$ cat config.mk
export PLATFORM = sky130hd
export DESIGN_NAME = i2c_xfer_seq
export DESIGN_NICKNAME = d
export VERILOG_FILES = /design/src/rtl/i2cseq_pkg.sv /design/src/rtl/i2cseq_bytebuf.sv /design/src/rtl/i2cseq_step.sv /design/src/rtl/i2c_xfer_seq.sv
export SDC_FILE = /design/constraint.sdc
export NUM_CORES = 1
export LEC_CHECK = 0
export BUFFER_PORTS_ARGS = -buffer_cell sky130_fd_sc_hd__buf_2
export CORE_MARGIN = 10
export CORE_UTILIZATION = 45
export CTS_CLUSTER_SIZE = 28
export DETAILED_ROUTE_END_ITERATION = 8
export PLACE_DENSITY = 0.7
export SKIP_CTS_REPAIR_TIMING = 1
export SLEW_MARGIN = 20
export SYNTH_ARGS = -nofsm -noshare
export SYNTH_HDL_FRONTEND = slang
export SYNTH_SLANG_ARGS = --single-unit
$ cat constraint.sdc
create_clock -name clk -period 4.4 [get_ports clk]
set_input_delay 1.32 -clock clk [delete_from_list [all_inputs] [get_ports clk]]
set_output_delay 1.32 -clock clk [all_outputs]
set_load 0.1 [all_outputs]
$ cat src/rtl/i2cseq_pkg.sv
package i2cseq_pkg;

    // Control word layout: kept bits and field positions
    localparam logic [15:0] CTL_KEEP = 16'hCF87;
    localparam int B_ENABLE   = 15;
    localparam int B_MASTER   = 10;
    localparam int B_XMIT     = 9;
    localparam int B_WIDEADDR = 8;
    localparam int B_LOOP     = 2;
    localparam int B_HALT     = 1;
    localparam int B_GO       = 0;

    typedef enum logic [1:0] {
        OP_START = 2'd0,
        OP_SEND  = 2'd1,
        OP_RECV  = 2'd2,
        OP_STOP  = 2'd3
    } bus_op_e;

    typedef enum logic [2:0] {
        ACT_NONE,
        ACT_WRITE,
        ACT_WIPE,
        ACT_START,
        ACT_SEND,
        ACT_RECV,
        ACT_STOP,
        ACT_ARDY
    } act_e;

    typedef struct packed {
        logic enable;
        logic master;
        logic xmit;
        logic loop;
        logic halt;
    } run_bits_t;

    function automatic logic start_ok(logic [15:0] c);
        return c[B_ENABLE] && c[B_MASTER] && !c[B_WIDEADDR] && c[B_GO];
    endfunction

    function automatic bus_op_e op_of(act_e a);
        case (a)
            ACT_SEND: return OP_SEND;
            ACT_RECV: return OP_RECV;
            ACT_STOP: return OP_STOP;
            default:  return OP_START;
        endcase
    endfunction

    function automatic logic is_bus_act(act_e a);
        return (a == ACT_START) || (a == ACT_SEND) || (a == ACT_RECV) || (a == ACT_STOP);
    endfunction

endpackage

$ cat src/rtl/i2cseq_bytebuf.sv
module i2cseq_bytebuf #(
    parameter int DEPTH = 4,
    parameter int LW    = $clog2(DEPTH + 1)
) (
    input  logic          clk,
    input  logic          rst,
    input  logic          flush,
    input  logic          push,
    input  logic [7:0]    din,
    input  logic          pop,
    output logic [7:0]    head,
    output logic [LW-1:0] level
);
    localparam int IW = (DEPTH > 1) ? $clog2(DEPTH) : 1;

    logic [7:0]    mem [DEPTH];
    logic          take;
    logic          give;
    logic [LW-1:0] wr_at;

    assign take  = push && (level < LW'(DEPTH));
    assign give  = pop && (level != '0);
    assign wr_at = level - LW'(give);
    assign head  = mem[0];

    always_ff @(posedge clk) begin
        if (rst || flush) begin
            level <= '0;
        end else begin
            if (give) begin
                for (int i = 0; i < DEPTH - 1; i++) begin
                    mem[i] <= mem[i + 1];
                end
                mem[DEPTH - 1] <= 8'h00;
            end
            if (take) begin
                mem[IW'(wr_at)] <= din;
            end
            level <= level + LW'(take) - LW'(give);
        end
    end

    // the buffer never holds more than DEPTH bytes
    assert_no_overflow_R12: assert property (@(posedge clk) disable iff (rst)
        level <= LW'(DEPTH));

endmodule

$ cat src/rtl/i2cseq_step.sv
module i2cseq_step
    import i2cseq_pkg::*;
#(
    parameter bit LEGACY_RESET = 1'b1
) (
    input  logic      ctl_wr,
    input  logic      wr_enable,
    input  logic      wr_start,
    input  run_bits_t cur,
    input  logic      busy,
    input  logic      nack_flag,
    input  logic      cnt_zero,
    input  logic      tx_empty,
    input  logic      rx_full,
    output act_e      act
);
    logic running;
    assign running = busy && cur.enable && cur.master && !nack_flag;

    always_comb begin
        act = ACT_NONE;
        if (ctl_wr) begin
            if (!wr_enable)    act = LEGACY_RESET ? ACT_WIPE : ACT_WRITE;
            else if (wr_start) act = ACT_START;
            else               act = ACT_WRITE;
        end else if (running) begin
            if (cur.loop) begin
                if (cur.halt)                 act = ACT_STOP;
                else if (cur.xmit) begin
                    if (!tx_empty)            act = ACT_SEND;
                end else if (!rx_full)        act = ACT_RECV;
            end else if (cnt_zero) begin
                act = cur.halt ? ACT_STOP : ACT_ARDY;
            end else if (cur.xmit) begin
                if (!tx_empty)                act = ACT_SEND;
            end else if (!rx_full) begin
                act = ACT_RECV;
            end
        end
    end

endmodule

$ cat src/rtl/i2c_xfer_seq.sv
module i2c_xfer_seq
    import i2cseq_pkg::*;
#(
    parameter int DEPTH        = 4,
    parameter int CNT_W        = 16,
    parameter int ADDR_W       = 10,
    parameter bit LEGACY_RESET = 1'b1
) (
    input  logic              clk,
    input  logic              rst,
    input  logic              ctl_wr,
    input  logic [15:0]       ctl_wdata,
    input  logic [CNT_W-1:0]  xfer_count,
    input  logic [ADDR_W-1:0] slave_addr,
    input  logic              tx_push,
    input  logic [7:0]        tx_byte,
    input  logic              rx_pop,
    input  logic [1:0]        stat_clr,
    input  logic              eng_ack,
    input  logic [7:0]        eng_rdata,
    output logic [15:0]       ctl_q,
    output logic [CNT_W-1:0]  cur_count,
    output logic              bus_busy,
    output logic              flag_nack,
    output logic              flag_ardy,
    output logic              tx_room,
    output logic              rx_avail,
    output logic [7:0]        rx_byte,
    output logic              eng_req,
    output logic [1:0]        eng_op,
    output logic [ADDR_W-1:0] eng_addr,
    output logic              eng_read,
    output logic [7:0]        eng_wdata
);
    localparam int LW = $clog2(DEPTH + 1);

    logic [15:0]      ctl_r;
    logic [15:0]      new_ctl;
    logic [CNT_W-1:0] wcnt_r;
    logic             busy_r, nack_r, ardy_r;
    logic [LW-1:0]    tx_lvl, rx_lvl;
    logic [7:0]       tx_head;
    run_bits_t        cur;
    act_e             act;
    logic             tx_flush, rx_flush, nack_evt;

    assign new_ctl = ctl_wdata & CTL_KEEP;
    assign cur     = '{enable: ctl_r[B_ENABLE], master: ctl_r[B_MASTER],
                       xmit: ctl_r[B_XMIT], loop: ctl_r[B_LOOP], halt: ctl_r[B_HALT]};

    i2cseq_step #(.LEGACY_RESET(LEGACY_RESET)) u_step (
        .ctl_wr    (ctl_wr),
        .wr_enable (new_ctl[B_ENABLE]),
        .wr_start  (start_ok(new_ctl)),
        .cur       (cur),
        .busy      (busy_r),
        .nack_flag (nack_r),
        .cnt_zero  (wcnt_r == '0),
        .tx_empty  (tx_lvl == '0),
        .rx_full   (rx_lvl == LW'(DEPTH)),
        .act       (act)
    );

    assign tx_flush = (act == ACT_START) || (act == ACT_STOP) || (act == ACT_WIPE);
    assign rx_flush = (act == ACT_START) || (act == ACT_WIPE);
    assign nack_evt = ((act == ACT_START) || (act == ACT_SEND)) && !eng_ack;

    i2cseq_bytebuf #(.DEPTH(DEPTH)) u_txbuf (
        .clk(clk), .rst(rst), .flush(tx_flush),
        .push(tx_push), .din(tx_byte), .pop(act == ACT_SEND),
        .head(tx_head), .level(tx_lvl)
    );

    i2cseq_bytebuf #(.DEPTH(DEPTH)) u_rxbuf (
        .clk(clk), .rst(rst), .flush(rx_flush),
        .push(act == ACT_RECV), .din(eng_rdata), .pop(rx_pop),
        .head(rx_byte), .level(rx_lvl)
    );

    always_ff @(posedge clk) begin
        if (rst) begin
            ctl_r  <= '0;
            wcnt_r <= '0;
            busy_r <= 1'b0;
            nack_r <= 1'b0;
            ardy_r <= 1'b0;
        end else begin
            case (act)
                ACT_WIPE: begin
                    ctl_r  <= '0;
                    wcnt_r <= '0;
                    busy_r <= 1'b0;
                end
                ACT_WRITE: ctl_r <= new_ctl;
                ACT_START: begin
                    ctl_r       <= new_ctl;
                    ctl_r[B_GO] <= 1'b0;
                    busy_r      <= eng_ack;
                    if (eng_ack) wcnt_r <= xfer_count;
                    else         ctl_r[B_HALT] <= 1'b0;
                end
                ACT_SEND, ACT_RECV: begin
                    if (!cur.loop) wcnt_r <= wcnt_r - CNT_W'(1);
                    if (act == ACT_SEND && !eng_ack) ctl_r[B_HALT] <= 1'b0;
                end
                ACT_STOP: begin
                    busy_r        <= 1'b0;
                    ctl_r[B_HALT] <= 1'b0;
                    wcnt_r        <= xfer_count;
                end
                ACT_ARDY: ctl_r[B_MASTER] <= 1'b0;
                default: ;
            endcase

            if (act == ACT_WIPE)  nack_r <= 1'b0;
            else if (nack_evt)    nack_r <= 1'b1;
            else if (stat_clr[0]) nack_r <= 1'b0;

            if (act == ACT_WIPE)       ardy_r <= 1'b0;
            else if (act == ACT_ARDY)  ardy_r <= 1'b1;
            else if (stat_clr[1])      ardy_r <= 1'b0;
        end
    end

    assign ctl_q     = ctl_r;
    assign cur_count = wcnt_r;
    assign bus_busy  = busy_r;
    assign flag_nack = nack_r;
    assign flag_ardy = ardy_r;
    assign rx_avail  = (rx_lvl != '0);
    assign tx_room   = busy_r && cur.enable && cur.master && cur.xmit && !nack_r
                       && (cur.loop || wcnt_r != '0) && (tx_lvl < LW'(DEPTH));
    assign eng_req   = is_bus_act(act);
    assign eng_op    = op_of(act);
    assign eng_addr  = slave_addr;
    assign eng_read  = ~new_ctl[B_XMIT];
    assign eng_wdata = tx_head;

    // an acknowledged start leaves the bus held, start cleared, count loaded
    assert_start_load_R3: assert property (@(posedge clk) disable iff (rst)
        (eng_req && eng_op == OP_START && eng_ack) |=>
            (bus_busy && !ctl_q[B_GO] && !rx_avail && cur_count == $past(xfer_count)));

    // an unacknowledged start raises NACK and keeps the bus free
    assert_addr_nack_R4: assert property (@(posedge clk) disable iff (rst)
        (eng_req && eng_op == OP_START && !eng_ack) |=>
            (flag_nack && !ctl_q[B_HALT] && !bus_busy));

    // count mode byte operations decrement the working count by one
    assert_count_step_R5: assert property (@(posedge clk) disable iff (rst)
        (eng_req && (eng_op == OP_SEND || eng_op == OP_RECV) && !ctl_q[B_LOOP]) |=>
            (cur_count == CNT_W'($past(cur_count) - CNT_W'(1))));

    // access-ready rises together with the master bit dropping
    assert_ardy_master_R5: assert property (@(posedge clk) disable iff (rst)
        $rose(flag_ardy) |-> !ctl_q[B_MASTER]);

    // no receive while the receive buffer is full
    assert_rx_cap_R7: assert property (@(posedge clk) disable iff (rst)
        (rx_lvl == LW'(DEPTH)) |-> !(eng_req && eng_op == OP_RECV));

    // a stop releases the bus, clears stop and reloads the count
    assert_stop_release_R8: assert property (@(posedge clk) disable iff (rst)
        (eng_req && eng_op == OP_STOP) |=>
            (!bus_busy && !ctl_q[B_HALT] && cur_count == $past(xfer_count)));

    // loop mode byte operations leave the count alone
    assert_loop_count_R9: assert property (@(posedge clk) disable iff (rst)
        (eng_req && (eng_op == OP_SEND || eng_op == OP_RECV) && ctl_q[B_LOOP]) |=>
            $stable(cur_count));

    // nothing runs while NACK is pending unless the host writes control
    assert_nack_halt_R10: assert property (@(posedge clk) disable iff (rst)
        (flag_nack && !ctl_wr) |-> !eng_req);

endmodule

==> run_results.csv <==
group,metric,value,unit
die,die_w,126.0,µm
final_layout,area_growth,20.27,%
die,dieArea,0.01587,mm²
synthesis,synth-edff-count,64,
die,fp.coreArea,0.01094,mm²
die,initial_core_util,46.22,%
setup_path,worstSetupPathType,"primary input to output pin",
detailed_routing,drtPass1Iterations,4,
sta,worst_pin_slew,1.023,ns
detailed_routing,met1_length,5474,µm
global_route,grt_pass1_vias,3970,
global_route,antenna_found_initial,0,
sta,setup_viol,0,
power,p_per_area,393.3,mW/mm²
power,p_switching,773.7,µW
global_route,grtUsageTotal,15.38,%
clock_tree,htree_num_levels,3,
power,intPower,1617,µW
setup_path,cp.arrival,2.96,ns
placed_design,portBuffers,100,
power,clock_power_share,33.9,%
detailed_routing,via_per_inst,5.623,
clock_tree,cts-root-buf,"clkbuf_16",
global_route,grt_overflow,0,
synthesis,ys_warn_count,0,
final_layout,layout.nets,621,
clock_tree,cts_tree,"yes",
placed_design,place_hpwl,9191,µm
die,rows,38,
setup_path,endpoint_kind,"output pin",
clock_tree,worstSkewPairLatency,0.35,ns
sta,relSlewSlack,31.71,%
power,peakVddDrop,328.9,µV
power,switching_share,32.36,%
synthesis,postSynthCellCount,442,
sta,clock_skew,0.01061,ns
synthesis,synth_top_cell_by_area,"edfxtp_1",
global_route,grt_max_degree,20,
run,max_cap_viol_count,0,
power,pwr-share-comb,21.8,%
status,status,"completed",
synthesis,avgSynthCellArea,11.44,µm²
detailed_routing,antenna_left,0,
clock_tree,cts_buffer_depth,2,
detailed_routing,drc,0,
detailed_routing,top_layer,"met4",
detailed_routing,wl_met3,862,µm
global_route,grt_pass1_wl,20380,µm
placed_design,place.gp.congestion,0.9449,
detailed_routing,routed_wl,12560,µm
detailed_routing,route.detailed.wl_per_inst,18.21,µm
synthesis,async_reset_ff_share,0,%
sta,setup_tns,0,ns
sta,fin_hold_ws,0.4912,ns
detailed_routing,vias,3880,
clock_tree,cts_buffers,9,
die,dieHeight,126.0,µm
sta,hold_viol,0,
placed_design,place_ws,-0.04353,ns
sta,fin_ws,0.1225,ns
detailed_routing,wl_met2,6051,µm
synthesis,ys_seq_area_share,51.88,%
synthesis,syn_area,0.005055,mm²
setup_path,cp_data_required_time,3.08,ns
synthesis,yosys-top-cells-area,"edfxtp_1 (38%), dfxtp_1 (14%), mux2_2 (11%), and2_1 (2.6%), buf_4 (2.4%)",
final_layout,diodes,0,
synthesis,synth.distinct_cells,59,
synthesis,ys.flop_type,"edfxtp_1",
sta,drv_slew,0,
worst_hold_path,holdPathStages,2,
clock_tree,cts_sinks,99,
sta,fin_crit_sh,97.22,%
setup_path,cp_max_fo,6,
die,io_pins,133,
placed_design,dp.cells,674,
final_layout,final_cells,690,
setup_path,cp-start-kind,"primary input",
detailed_routing,dr.first_iter.drc_count,230,
sta,finalCriticalPeriod,4.277,ns
clock_tree,cts.clk_slew.worst_paths,0.07,ns
final_layout,drive_gt1_share,36.00,%
sta,rsz0062_at_grt,"no",
setup_path,worstRegToRegCells,14,
synthesis,synth_top_area_share,38.02,%
synthesis,yosys_register_bits,99,
power,seq_power_share,44.3,%
sta,fmax,233.8,MHz
worst_hold_path,holdCritPathClass,"register to register",
power,p_leak,0.002430,µW
==> cells in the final DEF (no fill, tap or decap), types with 14 or more instances in the layout <==
cell / n
nand2_1: 21
mux2_2: 48
buf_4: 20
buf_2: 98
nor2_1: 30
edfxtp_1: 64
nor3_1: 14
a22oi_1: 14
a21oi_1: 19
and2_1: 21
dfxtp_1: 32
inv_1: 19
==> worst max-delay path, cell delays in order <==
cell	delay, ns
buf_2	0.11
inv_1	0.06
nand2b_1	0.10
or4b_1	0.53
and2_0	0.26
buf_4	0.20
o21ai_4	0.18
buf_12	0.19
==> per-layer routing <==
layer,vias up,global-route usage (%)
li1,1851,-
met1,1873,19.04
met2,141,25.31
met3,15,3.943
met4,0,5.559
met5,-,0
==> final cells by class <==
| class | instances | area (µm²) |
|---|---|---|
| clock buffer | 9 | 225.2 |
| clock inverter | 7 | 75.07 |
| fill | 938 | 4856 |
| inverter | 19 | 71.32 |
| multi-input combinational | 296 | 2226 |
| sequential | 99 | 2626 |
| tap | 140 | 175.2 |
| timing repair buffer | 120 | 680.7 |
==> sequential cells by signal (all words and copies together), names as in the netlist <==
| name | cells |
|---|---|
| u_txbuf.level | 3 |
| flag_ardy | 1 |
| u_txbuf.mem | 32 |
| u_rxbuf.mem | 32 |
| bus_busy | 1 |
| cur_count | 16 |
| u_rxbuf.level | 3 |
| ctl_q | 10 |
| flag_nack | 1 |
==> Yosys cell counts (8+ instances only) <==
library cell  count
nor2_1           30
a22oi_1          14
ha_1              8
inv_1            19
and2_1           21
nand2_1          21
nor3_1           14
buf_4            16
xnor2_1           8
dfxtp_1          35
clkbuf_1         16
edfxtp_1         64
a21oi_1          19
mux2_2           48
o32ai_1           9
==> through the flow <==
stage	util, %	area (µm²)	power (µW)
global placement	52.85	5779	1588
detailed placement	52.85	5779	1602
global route	55.60	6080	2479
CTS	55.60	6080	2407
finish	55.60	6080	2391
floorplan	-	5109	1527
==> cells by family (layout without fill, tap and decap cells) <==
logic type,count (synthesis),count (layout),share of synthesized area (%)
and+or+nand+nor,143,143,16.31
DFF,99,99,51.88
AOI/OAI and AO/OA,79,79,11.46
buffers and inverters,52,155,5.074
muxes,48,48,10.69
adders and majority gates,10,10,2.772
xor gates and xnor gates,10,10,1.733
other,1,6,0.07419
==> final timing paths <==
check	from	to	slack [ns]
max	ctl_wr	eng_op[1]	0.12
min	ctl_q[15]	ctl_q[15]	0.49
max reg2reg	cur_count[0]	u_txbuf.mem[2][7]	0.46
min reg2reg	ctl_q[15]	ctl_q[15]	0.49
==> power by group through the flow <==
stage / clock network (µW) / registers (µW) / logic, µW
finish: 812 / 1060 / 521
global route: 856 / 1060 / 560
CTS: 823 / 1060 / 524
detailed placement: 0 / 1080 / 522
global placement: 0 / 1080 / 510
floorplan: 0 / 1190 / 332
(Power assumes the default switching activity.)
